[config.mk]
export PLATFORM = sky130hd
export DESIGN_NAME = dual_wiper_i2c
export DESIGN_NICKNAME = d
export VERILOG_FILES = /design/src/rtl/dwi_pkg.sv /design/src/rtl/dwi_line_sync.sv /design/src/rtl/dwi_addr_match.sv /design/src/rtl/dwi_wiper_bank.sv /design/src/rtl/dual_wiper_i2c.sv
export SDC_FILE = /design/constraint.sdc
export NUM_CORES = 1
export LEC_CHECK = 0
export BUFFER_PORTS_ARGS = -buffer_cell sky130_fd_sc_hd__buf_2
export CAP_MARGIN = 25
export CORE_UTILIZATION = 30
export CTS_BUF_LIST = sky130_fd_sc_hd__clkbuf_4
export DETAILED_ROUTE_END_ITERATION = 8
export GPL_TIMING_DRIVEN = 0
export PLACE_DENSITY = 0.52
export SLEW_MARGIN = 20
export SYNTH_ARGS = -nofsm -noshare
export SYNTH_HDL_FRONTEND = slang
export SYNTH_HIERARCHICAL = 1
export SYNTH_SLANG_ARGS = --single-unit
[constraint.sdc]
create_clock -name clk -period 3.1 [get_ports clk]
set_input_delay 0 -clock clk [delete_from_list [all_inputs] [get_ports clk]]
set_output_delay 0 -clock clk [all_outputs]
set_load 0.02 [all_outputs]
[src/rtl/dwi_pkg.sv]
package dwi_pkg;
  localparam int BYTE_W  = 8;
  localparam int ADDR_W  = 7;
  localparam int STRAP_W = 2;

  typedef enum logic [3:0] {
    S_IDLE,
    S_ADDR,
    S_ADDR_ACK,
    S_INSTR,
    S_INSTR_ACK,
    S_DATA,
    S_DATA_ACK,
    S_TX,
    S_TX_ACK
  } bus_st_e;
endpackage

[src/rtl/dwi_line_sync.sv]
module dwi_line_sync #(
  parameter int STAGES = 2
) (
  input  logic clk,
  input  logic rst_n,
  input  logic line_i,
  output logic level_o,
  output logic rise_o,
  output logic fall_o
);
  logic [STAGES-1:0] chain_q;
  logic              last_q;

  generate
    if (STAGES == 1) begin : g_one
      always_ff @(posedge clk or negedge rst_n)
        if (!rst_n) chain_q <= '1;
        else        chain_q <= line_i;
    end else begin : g_many
      always_ff @(posedge clk or negedge rst_n)
        if (!rst_n) chain_q <= '1;
        else        chain_q <= {chain_q[STAGES-2:0], line_i};
    end
  endgenerate

  always_ff @(posedge clk or negedge rst_n)
    if (!rst_n) last_q <= 1'b1;
    else        last_q <= chain_q[STAGES-1];

  assign level_o = chain_q[STAGES-1];
  assign rise_o  = chain_q[STAGES-1] & ~last_q;
  assign fall_o  = ~chain_q[STAGES-1] & last_q;
endmodule

[src/rtl/dwi_addr_match.sv]
module dwi_addr_match import dwi_pkg::*; #(
  parameter int                ADDR_MODE = 0,
  parameter logic [ADDR_W-1:0] BASE_ADDR = 7'h2F
) (
  input  logic [ADDR_W-1:0]  addr_i,
  input  logic [STRAP_W-1:0] pin_i,
  output logic               hit_o
);
  localparam logic [ADDR_W-1:0] PIN_MASK =
    (ADDR_MODE != 0) ? ADDR_W'((1 << STRAP_W) - 1) : '0;

  logic [ADDR_W-1:0] want;
  assign want  = (BASE_ADDR & ~PIN_MASK) | (ADDR_W'(pin_i) & PIN_MASK);
  assign hit_o = (addr_i == want);
endmodule

[src/rtl/dwi_wiper_bank.sv]
module dwi_wiper_bank import dwi_pkg::*; #(
  parameter logic [BYTE_W-1:0] RESET_A = 8'h80,
  parameter logic [BYTE_W-1:0] RESET_B = 8'h80
) (
  input  logic              clk,
  input  logic              rst_n,
  input  logic              we_i,
  input  logic              sel_i,
  input  logic [BYTE_W-1:0] data_i,
  output logic [BYTE_W-1:0] wiper_a_o,
  output logic [BYTE_W-1:0] wiper_b_o
);
  always_ff @(posedge clk or negedge rst_n)
    if (!rst_n) begin
      wiper_a_o <= RESET_A;
      wiper_b_o <= RESET_B;
    end else if (we_i) begin
      if (sel_i) wiper_b_o <= data_i;
      else       wiper_a_o <= data_i;
    end
endmodule

[src/rtl/dual_wiper_i2c.sv]
module dual_wiper_i2c import dwi_pkg::*; #(
  parameter int                ADDR_MODE   = 0,
  parameter logic [ADDR_W-1:0] BASE_ADDR   = 7'h2F,
  parameter logic [BYTE_W-1:0] RESET_A     = 8'h80,
  parameter logic [BYTE_W-1:0] RESET_B     = 8'h80,
  parameter int                SYNC_STAGES = 2,
  parameter int                SEL_BIT     = 7
) (
  input  logic              clk,
  input  logic              rst_n,
  input  logic              scl_i,
  input  logic              sda_i,
  input  logic [STRAP_W-1:0] addr_pin_i,
  output logic              sda_pull_o,
  output logic [BYTE_W-1:0] wiper_a_o,
  output logic [BYTE_W-1:0] wiper_b_o
);
  localparam int CNT_W = $clog2(BYTE_W + 1);
  localparam logic [CNT_W-1:0] FULL = CNT_W'(BYTE_W);
  localparam logic [CNT_W-1:0] LAST = CNT_W'(BYTE_W - 1);

  logic scl_lvl, scl_rise, scl_fall;
  logic sda_lvl, sda_rise, sda_fall;
  logic start_det, stop_det, addr_hit, wr_en;

  bus_st_e           st_q;
  logic [CNT_W-1:0]  cnt_q;
  logic [BYTE_W-1:0] sh_q, tx_q, rd_byte;
  logic              rw_q, sel_q, sel_nx_q, mack_q, pull_q;

  dwi_line_sync #(.STAGES(SYNC_STAGES)) u_scl (
    .clk(clk), .rst_n(rst_n), .line_i(scl_i),
    .level_o(scl_lvl), .rise_o(scl_rise), .fall_o(scl_fall));

  dwi_line_sync #(.STAGES(SYNC_STAGES)) u_sda (
    .clk(clk), .rst_n(rst_n), .line_i(sda_i),
    .level_o(sda_lvl), .rise_o(sda_rise), .fall_o(sda_fall));

  assign start_det = scl_lvl & sda_fall;
  assign stop_det  = scl_lvl & sda_rise;

  dwi_addr_match #(.ADDR_MODE(ADDR_MODE), .BASE_ADDR(BASE_ADDR)) u_match (
    .addr_i(sh_q[BYTE_W-1:1]), .pin_i(addr_pin_i), .hit_o(addr_hit));

  assign wr_en = (st_q == S_DATA_ACK) && scl_fall && !start_det && !stop_det;

  dwi_wiper_bank #(.RESET_A(RESET_A), .RESET_B(RESET_B)) u_bank (
    .clk(clk), .rst_n(rst_n), .we_i(wr_en), .sel_i(sel_q), .data_i(sh_q),
    .wiper_a_o(wiper_a_o), .wiper_b_o(wiper_b_o));

  assign rd_byte    = sel_q ? wiper_b_o : wiper_a_o;
  assign sda_pull_o = pull_q;

  always_ff @(posedge clk or negedge rst_n) begin
    if (!rst_n) begin
      st_q     <= S_IDLE;
      cnt_q    <= '0;
      sh_q     <= '0;
      tx_q     <= '0;
      rw_q     <= 1'b0;
      sel_q    <= 1'b0;
      sel_nx_q <= 1'b0;
      mack_q   <= 1'b0;
      pull_q   <= 1'b0;
    end else if (start_det) begin
      st_q   <= S_ADDR;
      cnt_q  <= '0;
      pull_q <= 1'b0;
    end else if (stop_det) begin
      st_q   <= S_IDLE;
      cnt_q  <= '0;
      pull_q <= 1'b0;
    end else begin
      unique case (st_q)
        S_ADDR, S_INSTR, S_DATA: begin
          if (scl_rise && cnt_q < FULL) begin
            sh_q  <= {sh_q[BYTE_W-2:0], sda_lvl};
            cnt_q <= cnt_q + 1'b1;
          end else if (scl_fall && cnt_q == FULL) begin
            cnt_q <= '0;
            if (st_q == S_ADDR) begin
              rw_q <= sh_q[0];
              if (addr_hit) begin
                st_q   <= S_ADDR_ACK;
                pull_q <= 1'b1;
              end else begin
                st_q <= S_IDLE;
              end
            end else if (st_q == S_INSTR) begin
              sel_nx_q <= sh_q[SEL_BIT];
              st_q     <= S_INSTR_ACK;
              pull_q   <= 1'b1;
            end else begin
              st_q   <= S_DATA_ACK;
              pull_q <= 1'b1;
            end
          end
        end
        S_ADDR_ACK: if (scl_fall) begin
          if (rw_q) begin
            tx_q   <= rd_byte;
            pull_q <= ~rd_byte[BYTE_W-1];
            st_q   <= S_TX;
          end else begin
            pull_q <= 1'b0;
            st_q   <= S_INSTR;
          end
        end
        S_INSTR_ACK: if (scl_fall) begin
          pull_q <= 1'b0;
          sel_q  <= sel_nx_q;
          st_q   <= S_DATA;
        end
        S_DATA_ACK: if (scl_fall) begin
          pull_q <= 1'b0;
          st_q   <= S_IDLE;
        end
        S_TX: if (scl_fall) begin
          if (cnt_q == LAST) begin
            cnt_q  <= '0;
            pull_q <= 1'b0;
            st_q   <= S_TX_ACK;
          end else begin
            tx_q   <= {tx_q[BYTE_W-2:0], 1'b0};
            pull_q <= ~tx_q[BYTE_W-2];
            cnt_q  <= cnt_q + 1'b1;
          end
        end
        S_TX_ACK: begin
          if (scl_rise) mack_q <= ~sda_lvl;
          else if (scl_fall) begin
            if (mack_q) begin
              tx_q   <= rd_byte;
              pull_q <= ~rd_byte[BYTE_W-1];
              st_q   <= S_TX;
            end else begin
              st_q <= S_IDLE;
            end
          end
        end
        default: st_q <= S_IDLE;
      endcase
    end
  end

  // idle never touches the line; a START always frees it
  p_idle_quiet_r2: assert property (@(posedge clk) disable iff (!rst_n)
    (st_q == S_IDLE) |-> !sda_pull_o);
  p_start_release_r10: assert property (@(posedge clk) disable iff (!rst_n)
    start_det |=> (st_q == S_ADDR) && !sda_pull_o);
  // a foreign address is never acknowledged
  p_nomatch_quiet_r3: assert property (@(posedge clk) disable iff (!rst_n)
    (st_q == S_ADDR && scl_fall && cnt_q == FULL && !addr_hit && !start_det && !stop_det)
      |=> !sda_pull_o);
  // the drive only moves while SCL is low, except for a bus condition
  p_pull_scl_low_r5: assert property (@(posedge clk) disable iff (!rst_n)
    !$stable(sda_pull_o) |-> (!scl_lvl || $past(start_det || stop_det)));
  // wipers move only when a data acknowledge clock ends
  p_wiper_hold_r9: assert property (@(posedge clk) disable iff (!rst_n)
    !(st_q == S_DATA_ACK && scl_fall) |=> $stable(wiper_a_o) && $stable(wiper_b_o));
  p_cnt_range_r7: assert property (@(posedge clk) disable iff (!rst_n)
    cnt_q <= FULL);
endmodule

==> results.json, run 1 <==
{
  "outcome": "complete, no violations",
  "p_sw_frac": 0.245,
  "hold_ws_ns": 0.182,
  "syn_avg_cell_area_um2": 11.6,
  "powerDensity_nw_per_um2": 397,
  "cts_tree": "built",
  "ys_ff_latch": 50,
  "hold_class": "in -> async",
  "internal-power_uw": 880,
  "synth.top_cell.area_share": 0.406,
  "period_needed_ns": 2.70,
  "via_per_inst": 5.07,
  "antennaDiodeCount": 0,
  "final_layout_size_suffix_gt1_frac": 0.361,
  "vias": 1824,
  "postRouteWirelength_um": 5420,
  "pwr-share-seq": 0.594,
  "seq_area_um2": 1260,
  "ys_seq_area_frac": 0.487,
  "detailedPlacementHpwl_um": 3840,
  "crit_path_start_kind": "flop",
  "start_util": 0.312,
  "max_freq_mhz": 370,
  "first_pass_iters": 4,
  "combPwrFrac": 0.072,
  "slowest_stage": "dfstp_2",
  "antenna_found_initial": 0,
  "setup_violations": 0,
  "cap_violations": 0,
  "ys_warn_count": 6,
  "setup_ws_ns": 0.398,
  "grt_use_total": 0.132,
  "power_mw": 1.17,
  "die-area_um2": 9010,
  "syn-num-nets": 232,
  "die_h_um": 94.9,
  "synth_edf_count": 0,
  "place.port_buffers": 20,
  "grt_pass1_wl_um": 9080,
  "relSlewSlack": 0.545,
  "synth_area_um2": 2590,
  "fillers": 836,
  "p_clk_frac": 0.335,
  "worst_setup_path_end_kind": "flop",
  "irDropWorstVdd_uv": 208,
  "synth_area_leaders": "dfrtp_1, mux2_2, dfstp_2",
  "grt_pass1_vias": 1764,
  "dpl-instance-area_um2": 2830,
  "fin_crit_sh": 0.872,
  "io_pins": 23,
  "cp.arrival_ns": 2.97,
  "finish.instance_area_um2": 2940,
  "grt_overflow": 0,
  "synth_cells": 224,
  "place_congestion": 0.863,
  "place_ws_ns": 0.174,
  "area_delta_synth_final_pct": 13.5,
  "finalSetupTns_ns": 0,
  "layout.nets": 262,
  "cp_top_family": "simple AND/OR/NAND/NOR gates",
  "ant_nets": 0,
  "drc": 0,
  "numCtsBuffers": 5,
  "rsz0062_at_grt": "no",
  "clk_pin_slew_worst_paths_ns": 0.16,
  "hold_viol": 0,
  "worstSetupPathType": "reg -> reg",
  "die_w_um": 94.9,
  "root_buffer": "clkbuf_4",
  "clock_sinks": 50,
  "ctsHtreeMaxLevel": 2,
  "path_cells": "and2b_2, o21ai_2, nand2_1, nor4_1, nor2b_4, buf_6, mux2_4",
  "wl_per_cell_um": 15.1,
  "synth.distinct_cells": 49,
  "insertion_delay_ns": 0.36,
  "synthArstFlopShare": 1.00,
  "cp_num_buf_inv": 1,
  "drtIter0Drc": 79,
  "yosysTopAreaCell": "dfrtp_1",
  "cp_data_required_time_ns": 3.36,
  "grt_max_degree": 51,
  "rows": 33,
  "tightest_slew_ns": 0.676,
  "leakage_nw": 1.34,
  "cts_buffer_depth": 2,
  "core_um2": 8300,
  "synth_ff_type": "dfrtp_1",
  "final-max-slew-violation-count": 0,
  "max_stage_delay_ns": 0.59,
  "crit_fanout": 9,
  "power_switching_uw": 286,
  "multi_input_area_um2": 1250,
  "clock-skew-final_ns": 0.00856
}
[synth_stat cells, types with 3 or more instances]
| library cell | count |
|---|---|
| a21oi_1 | 8 |
| and2b_2 | 3 |
| buf_2 | 4 |
| clkbuf_1 | 3 |
| dfrtp_1 | 42 |
| dfstp_2 | 8 |
| inv_1 | 8 |
| mux2_2 | 28 |
| mux2_4 | 8 |
| mux2i_1 | 12 |
| nand2_1 | 20 |
| nand3_1 | 6 |
| nand4b_1 | 3 |
| nor2_1 | 6 |
| nor2b_1 | 5 |
| nor4_1 | 3 |
| o21ai_0 | 15 |
| o22ai_1 | 3 |
[stage by stage]
| stage | utilization | cells |
|---|---|---|
| 2_1_floorplan | - | 224 |
| 3_3_place_gp | 0.340 | 349 |
| 3_5_place_dp | 0.340 | 349 |
| 4_1_cts | 0.354 | 360 |
| 5_1_grt | 0.354 | 360 |
| 6_report | 0.354 | 360 |
[sequential cells by signal, summed over array words and instances (netlist names)]
name,flops
cnt_q,4
mack_q,1
rw_q,1
sda_pull_o,1
sel_nx_q,1
sel_q,1
sh_q,8
st_q,4
tx_q,7
u_bank/wiper_a_o,8
u_bank/wiper_b_o,8
u_scl/chain_q,2
u_scl/last_q,1
u_sda/chain_q,2
u_sda/last_q,1
[cell usage in the layout, fill, tap and decap left out, types with 3 or more instances in the layout]
| master | synthesis | final |
|---|---|---|
| dfrtp_1 | 42 | 42 |
| nor2b_1 | 5 | 5 |
| nor4_1 | 3 | 3 |
| and2b_2 | 3 | 3 |
| a21oi_1 | 8 | 8 |
| clkbuf_4 | 0 | 5 |
| inv_1 | 8 | 8 |
| mux2_4 | 8 | 8 |
| buf_2 | 4 | 23 |
| dfstp_2 | 8 | 8 |
| mux2_2 | 28 | 28 |
| o21ai_0 | 15 | 15 |
| mux2i_1 | 12 | 12 |
| nand4b_1 | 3 | 3 |
| clkbuf_1 | 3 | 3 |
| nor2_1 | 6 | 6 |
| o22ai_1 | 3 | 3 |
| dlygate4sd3_1 | 0 | 3 |
| nand2_1 | 20 | 20 |
| nand3_1 | 6 | 6 |
[worst paths after layout]
check | from | endpoint | slack [ns] | cells past startpoint
max | u_sda/chain_q[1]$_DFF_PN1_ | u_bank/wiper_a_o[6]$_DFFE_PN0P_ | 0.40 | 7
min | rst_n | u_bank/wiper_b_o[3]$_DFFE_PN0P_ | 0.18 | 2
max reg2reg | u_sda/chain_q[1]$_DFF_PN1_ | u_bank/wiper_a_o[6]$_DFFE_PN0P_ | 0.40 | 7
min reg2reg | u_sda/chain_q[0]$_DFF_PN1_ | u_sda/chain_q[1]$_DFF_PN1_ | 0.37 | 0
max in group asynchronous | rst_n | st_q[3]$_DFFE_PN0P_ | 2.49 | 2
min in group clk | sda_i | u_sda/chain_q[0]$_DFF_PN1_ | 0.27 | 2
[timing repair]
action | CTS | global route
endpoints found under the setup margin | 0 | 7
hold buffers | 3 | 0
buffers inserted | 0 | 0
gates resized for setup | 0 | 1
hold endpoints to repair | 44 | 0
[worst reg2reg max path, delay by kind of cell (launching register included)]
kind,cells,cell delay (ns)
AND/OR/NAND/NOR,4,1.17
flip-flops,1,0.59
AO/OA/AOI/OAI,1,0.36
multiplexers,1,0.31
buffers and inverters,1,0.17
[final cells by class]
cell class,count,area share
Buffer,9,0.0170
Clock buffer,5,0.0128
Clock inverter,3,0.0149
Inverter,8,0.0102
Multi-Input combinational cell,157,0.426
Sequential cell,50,0.429
Tap cell,105,0.0447
Timing Repair Buffer,23,0.0451
[kinds of logic after synthesis]
family	after synthesis	synth area share
adder cells (fa/ha/maj)	2	0.00966
multiplexers	48	0.214
flip-flops	50	0.487
buffers and inverters	17	0.0309
XOR/XNOR	1	0.00338
AO/OA/AOI/OAI	43	0.113
AND/OR/NAND/NOR	63	0.141
[power groups by stage]
stage          Combinational [mW]  Clock, mW  Sequential (mW)
4_1_cts                    0.0846      0.413            0.693
3_5_place_dp               0.0817          0            0.705
5_1_grt                    0.0943      0.434            0.696
3_3_place_gp               0.0803          0            0.705
6_report                   0.0835      0.390            0.692
2_1_floorplan              0.0480          0            0.703
[routing by layer]
metal	part of all wire	wire, um	global-route usage
met5	0	0	0
met4	0.013	73	0.0379
met3	0.028	151	0.0233
met2	0.46	2490	0.204
met1	0.50	2710	0.187
No activity file was read; power rests on OpenSTA's default activity.
==> run 2: changes to the inputs <==
--- a/config.mk
+++ b/config.mk
@@ -12,6 +12,7 @@
 export DETAILED_ROUTE_END_ITERATION = 8
 export GPL_TIMING_DRIVEN = 0
 export PLACE_DENSITY = 0.52
+export REMOVE_ABC_BUFFERS = 1
 export SLEW_MARGIN = 20
 export SYNTH_ARGS = -nofsm -noshare
 export SYNTH_HDL_FRONTEND = slang
==> run 2 against run 1 <==
  * First-iteration DRC count is 47% higher
  * Fmax is 2.2% lower
  * Die area stayed put
  * Worst setup slack worse by 0.062 ns
  * Cell area is 2.5% lower
  * Sequential share of layout area is 1.1 points higher
  * Utilization is 0.89 points lower
  * Sequential power is 0.6% higher
  * Cell count is 2.5% lower
  * Critical path depth is 1 lower
  * Routed wire length is 3.3% lower
  * Clock power is 19% lower
==> results.json, run 2 (same netlist as run 1, synthesis figures left out) <==
{
  "clk_pin_slew_worst_paths_ns": 0.15,
  "irDropWorstVdd_uv": 163,
  "worst_setup_path_end_kind": "flop",
  "grtUsageMet1": 0.175,
  "via_per_inst": 5.02,
  "postRouteWirelength_um": 5240,
  "max_freq_mhz": 362,
  "area_delta_synth_final_pct": 10.6,
  "met3_usage": 0.0242,
  "insertion_delay_ns": 0.37,
  "core_um2": 8300,
  "ctsHtreeMaxLevel": 2,
  "powerDensity_nw_per_um2": 380,
  "cp_data_required_time_ns": 3.37,
  "busiest_layer": "met2",
  "final-max-slew-violation-count": 0,
  "die_w_um": 94.9,
  "numCtsBuffers": 5,
  "r2r_cells": 6,
  "cp.arrival_ns": 3.03,
  "root_buffer": "clkbuf_4",
  "final_layout_size_suffix_gt1_frac": 0.346,
  "grt_max_degree": 51,
  "rsz0062_at_grt": "no",
  "relSlewSlack": 0.546,
  "drc": 0,
  "crit_path_start_kind": "flop",
  "final_cell_mix": "dfrtp_1, mux2_2, nand2_1",
  "clock-skew-final_ns": 0.00923,
  "hold_viol": 0,
  "cts_tree": "built",
  "crit_fanout": 9,
  "die_h_um": 94.9,
  "wl_per_cell_um": 14.9,
  "first_pass_iters": 4,
  "period_needed_ns": 2.76,
  "place_congestion": 0.801,
  "place.port_buffers": 20,
  "fin_crit_sh": 0.892,
  "io_pins": 23,
  "clock_sinks": 50,
  "final_common_cell": "dfrtp_1",
  "antennaDiodeCount": 0,
  "dp.cells": 340,
  "grt_pass1_wl_um": 8960,
  "worstReg2RegEnd": "u_bank/wiper_a_o[6]$_DFFE_PN0P_",
  "start_util": 0.312,
  "antenna_found_initial": 0,
  "layout.nets": 253,
  "setup_violations": 0,
  "finalSetupTns_ns": 0,
  "grtUsageMet2": 0.213,
  "reg.largest.list": "sh_q (8), u_bank/wiper_a_o (8), u_bank/wiper_b_o (8)",
  "worstSetupPathType": "reg -> reg",
  "outcome": "complete, no violations",
  "hold_class": "in -> async",
  "instances_no_fill": 351,
  "grt_overflow": 0,
  "drtIter0Drc": 116,
  "vias": 1761,
  "detailedPlacementHpwl_um": 3530,
  "grt_pass1_vias": 1738,
  "leakage_nw": 1.29,
  "die-area_um2": 9010,
  "cts_buffer_depth": 2,
  "tightest_slew_ns": 0.680,
  "rr_startpoint": "u_sda/chain_q[1]$_DFF_PN1_",
  "r2r_setup_slack_ns": 0.34,
  "rows": 33,
  "cap_violations": 0,
  "ant_nets": 0,
  "grt_use_total": 0.130,
  "cts_setup_buffers": 0
}
-- run 2: changes by cell type in the layout (fill, tap and decap cells not counted) --
cell	before	now
clkinv_1	0	1
buf_6	1	0
clkinv_2	1	0
clkbuf_1	3	0
buf_4	2	1
clkbuf_4	5	6
bufinv_16	1	0
buf_2	23	19
-- run 2: worst max-delay path by stage --
stage / from / endpoint / slack [ns] / cells past startpoint
2_1_floorplan: u_sda/chain_q[1]$_DFF_PN1_ / u_bank/wiper_a_o[0]$_DFFE_PN0P_ / 0.65 / 6
3_3_place_gp: u_sda/chain_q[1]$_DFF_PN1_ / u_bank/wiper_a_o[1]$_DFFE_PN0P_ / 0.14 / 6
5_1_grt: u_sda/chain_q[1]$_DFF_PN1_ / u_bank/wiper_a_o[6]$_DFFE_PN0P_ / 0.16 / 6
3_5_place_dp: u_sda/chain_q[1]$_DFF_PN1_ / u_bank/wiper_a_o[6]$_DFFE_PN0P_ / 0.15 / 6
4_1_cts: u_sda/chain_q[1]$_DFF_PN1_ / u_bank/wiper_a_o[6]$_DFFE_PN0P_ / 0.12 / 6
6_report: u_sda/chain_q[1]$_DFF_PN1_ / u_bank/wiper_a_o[6]$_DFFE_PN0P_ / 0.34 / 6
-- run 2: per-layer routing --
layer,up-vias,share of wire,wire length [um]
li1,850,-,-
met2,31,0.49,2550
met3,6,0.032,169
met1,874,0.47,2470
met5,-,0,0
met4,0,0.010,55
-- run 2: timing repair --
item,in CTS,in global routing
hold endpoints to repair,44,0
setup endpoints to repair,0,8
resized for setup,0,1
hold buffers,3,0
-- run 2: area by class of cell --
cell class | count | area [um^2]
fillers | 839 | 5430
flip-flops and latches | 50 | 1260
multi-input cells | 157 | 1250
repair buffers | 23 | 133
well taps | 105 | 131
clock buffers | 6 | 45.0
inverters | 8 | 30.0
clock inverters | 2 | 12.5
-- run 2: worst max-delay path, cell delays in order, from the launching register on --
cell and delay [ns]:
dfstp_2 0.59, and2b_2 0.25, o21ai_2 0.35, nand2_1 0.21, nor4_1 0.44, nor2b_4 0.48
mux2_4 0.34
-- run 2: report_power, final --
part	internal [mW]	leakage, nW	switching (mW)
clock network	0.0990	0.0337	0.216
logic	0.0328	0.588	0.0469
registers	0.675	0.665	0.0210
total	0.806	1.29	0.284
-- run 2: per-stage QoR --
stage	hold slack [ns]	instance area (um^2)	total power, mW	worst slack (ns)	util
after floorplan	-0.296	2540	0.750	0.647	-
after global placement	0.106	2770	0.784	0.142	0.334
after detailed placement	0.0752	2780	0.786	0.148	0.334
after CTS	0.206	2860	1.11	0.119	0.345
after global routing	0.233	2870	1.14	0.162	0.345
final	0.175	2870	1.09	0.336	0.345
==> run 3: changes to the inputs <==
--- a/config.mk
+++ b/config.mk
@@ -5,13 +5,15 @@
 export SDC_FILE = /design/constraint.sdc
 export NUM_CORES = 1
 export LEC_CHECK = 0
+export ABC_AREA = 1
 export BUFFER_PORTS_ARGS = -buffer_cell sky130_fd_sc_hd__buf_2
 export CAP_MARGIN = 25
-export CORE_UTILIZATION = 30
+export CORE_UTILIZATION = 50
 export CTS_BUF_LIST = sky130_fd_sc_hd__clkbuf_4
 export DETAILED_ROUTE_END_ITERATION = 8
 export GPL_TIMING_DRIVEN = 0
-export PLACE_DENSITY = 0.52
+export PLACE_DENSITY = 0.75
+export RECOVER_POWER = 50
 export REMOVE_ABC_BUFFERS = 1
 export SLEW_MARGIN = 20
 export SYNTH_ARGS = -nofsm -noshare
==> run 3 against run 2 <==
  * Via count up 26%
  * First-iteration DRC count up 12%
  * Worst setup slack better by 0.39 ns
  * Clock skew up 0.0078 ns
  * Count of clock-buffer cells in the layout unchanged
==> results.json, run 3 <==
{
  "cap_violations": 0,
  "yosysTopAreaCell": "dfrtp_1",
  "relSlewSlack": 0.131,
  "path_cells": "nor2_1, nand2_1, nand2_1, nor2_1, and3_1, nand2_2, nand2_1, nand2_1",
  "synth.top_cell.area_share": 0.395,
  "synth_cells": 344,
  "power_mw": 2.00,
  "fin_crit_sh": 0.766,
  "ys_seq_area_frac": 0.474,
  "hold_class": "in -> reg",
  "cts_setup_buffers": 0,
  "ctsHtreeMaxLevel": 2,
  "rows": 26,
  "rsz0062_at_grt": "no",
  "grt_use_total": 0.212,
  "tightest_slew_ns": 1.30,
  "period_needed_ns": 2.37,
  "syn_avg_cell_area_um2": 7.74,
  "irDropWorstVdd_uv": 291,
  "finalSetupTns_ns": 0,
  "ys_ff_latch": 50,
  "grt_overflow": 0,
  "hold_buffers": 3,
  "place_congestion": 0.927,
  "hold_ws_ns": 0.269,
  "wl_per_cell_um": 12.6,
  "synth_common_cells": "nand2_1, dfrtp_1, nand3_1",
  "core_um2": 5110,
  "powerDensity_nw_per_um2": 696,
  "postRouteWirelength_um": 5500,
  "crit_path_start_kind": "flop",
  "cp.arrival_ns": 2.64,
  "grt_pass1_vias": 1922,
  "final_cell_mix": "nand2_1, dfrtp_1, nand3_1",
  "die_h_um": 75.0,
  "antennaDiodeCount": 0,
  "crit_fanout": 18,
  "synth_ff_type": "dfrtp_1",
  "antenna_found_initial": 0,
  "numCtsBuffers": 5,
  "instances_no_fill": 437,
  "max_freq_mhz": 421,
  "ys_warn_count": 6,
  "synth_edf_count": 0,
  "grt_pass1_wl_um": 9030,
  "die_w_um": 75.0,
  "drc": 0,
  "fin_util": 0.564,
  "place.port_buffers": 20,
  "clock_sinks": 50,
  "final_common_cell": "nand2_1",
  "grt_max_degree": 29,
  "place_ws_ns": 0.810,
  "final-max-slew-violation-count": 0,
  "hold_viol": 0,
  "outcome": "complete, no violations",
  "vias": 2212,
  "dpl-instance-area_um2": 2800,
  "leakage_nw": 1.55,
  "ant_nets": 0,
  "synth_area_um2": 2660,
  "setup_violations": 0,
  "final_layout_size_suffix_gt1_frac": 0.172,
  "finish.instance_area_um2": 2880,
  "start_util": 0.521,
  "io_pins": 23,
  "cts_tree": "built",
  "die-area_um2": 5620,
  "setup_ws_ns": 0.726,
  "max_stage_delay_ns": 0.64,
  "clock-skew-final_ns": 0.0170,
  "drtIter0Drc": 130,
  "area_delta_synth_final_pct": 8.22,
  "worstSetupPathType": "reg -> reg",
  "slowest_stage": "and3_1",
  "cts_resized": 0,
  "yosysMostFrequentCell": "nand2_1",
  "synth_area_leaders": "dfrtp_1, nand2_1, dfstp_2",
  "reg.largest.list": "sh_q (8), u_bank/wiper_a_o (8), u_bank/wiper_b_o (8)",
  "via_per_inst": 5.06,
  "cts_buffer_depth": 2,
  "first_pass_iters": 7,
  "worst_setup_path_end_kind": "flop",
  "insertion_delay_ns": 0.37,
  "detailedPlacementHpwl_um": 4040,
  "dp.cells": 426,
  "synthArstFlopShare": 1.00,
  "cp_common_cell": "nand2_1",
  "layout.nets": 374,
  "root_buffer": "clkbuf_4",
  "cp_data_required_time_ns": 3.36,
  "synth.distinct_cells": 31,
  "clk_pin_slew_worst_paths_ns": 0.13
}
-- run 3: cell count changes after synthesis, sizes merged, moves of 8 or more --
cell,previous run,this run
nand2,22,110
nand3,6,42
mux2,36,1
nor2,6,40
inv,8,38
mux2i,12,1
o21ai,16,24
-- run 3: final timing paths --
path	cells past startpoint	from	slack, ns	end
min in group asynchronous	2	rst_n	0.42	u_bank/wiper_b_o[3]$_DFFE_PN0P_
worst max-delay path	8	u_sda/chain_q[1]$_DFF_PN1_	0.73	u_bank/wiper_b_o[1]$_DFFE_PN0P_
worst min register to register	0	u_sda/chain_q[0]$_DFF_PN1_	0.37	u_sda/chain_q[1]$_DFF_PN1_
max in group asynchronous	3	rst_n	1.83	u_sda/last_q$_DFF_PN1_
worst min-delay path	2	scl_i	0.27	u_scl/chain_q[0]$_DFF_PN1_
worst max register to register	8	u_sda/chain_q[1]$_DFF_PN1_	0.73	u_bank/wiper_b_o[1]$_DFFE_PN0P_
-- run 3: final cells by class --
cell class	instances	area, um^2
clock inverter	2	10.0
sequential	50	1260
timing repair buffer	24	146
inverter	39	154
tap	70	87.6
multi-input combinational	246	1180
clock buffer	6	45.0
fill	500	2230
-- run 3: cell families (layout without fill, tap and decap cells) --
logic type	count (synthesis)	in the layout	synth area share
AND/OR/NAND/NOR	200	200	0.325
flip-flops	50	50	0.474
buffers and inverters	48	71	0.0841
AO/OA/AOI/OAI	41	41	0.0968
adder cells (fa/ha/maj)	2	2	0.00940
multiplexers	2	2	0.00799
XOR/XNOR	1	1	0.00329
-- run 3: worst max-delay path: cells and delay by family, from the launching register on --
family | cells | cell delay (ns)
simple gates | 8 | 1.67
flops | 1 | 0.61
-- run 3: layer usage --
| layer | GRT usage | vias to the layer above | share of wire |
|---|---|---|---|
| met5 | 0 | - | 0 |
| met4 | 0.0629 | 0 | 0.012 |
| met3 | 0.0415 | 6 | 0.043 |
| met2 | 0.317 | 66 | 0.44 |
| met1 | 0.314 | 996 | 0.51 |
| li1 | - | 1144 | - |
-- run 3: power breakdown --
group | internal [mW] | total (mW) | leakage [nW] | switching (mW)
Combinational | 0.248 | 0.717 | 0.871 | 0.469
Sequential | 0.794 | 0.987 | 0.647 | 0.193
Clock | 0.0957 | 0.300 | 0.0354 | 0.204
Total | 1.14 | 2.00 | 1.55 | 0.867
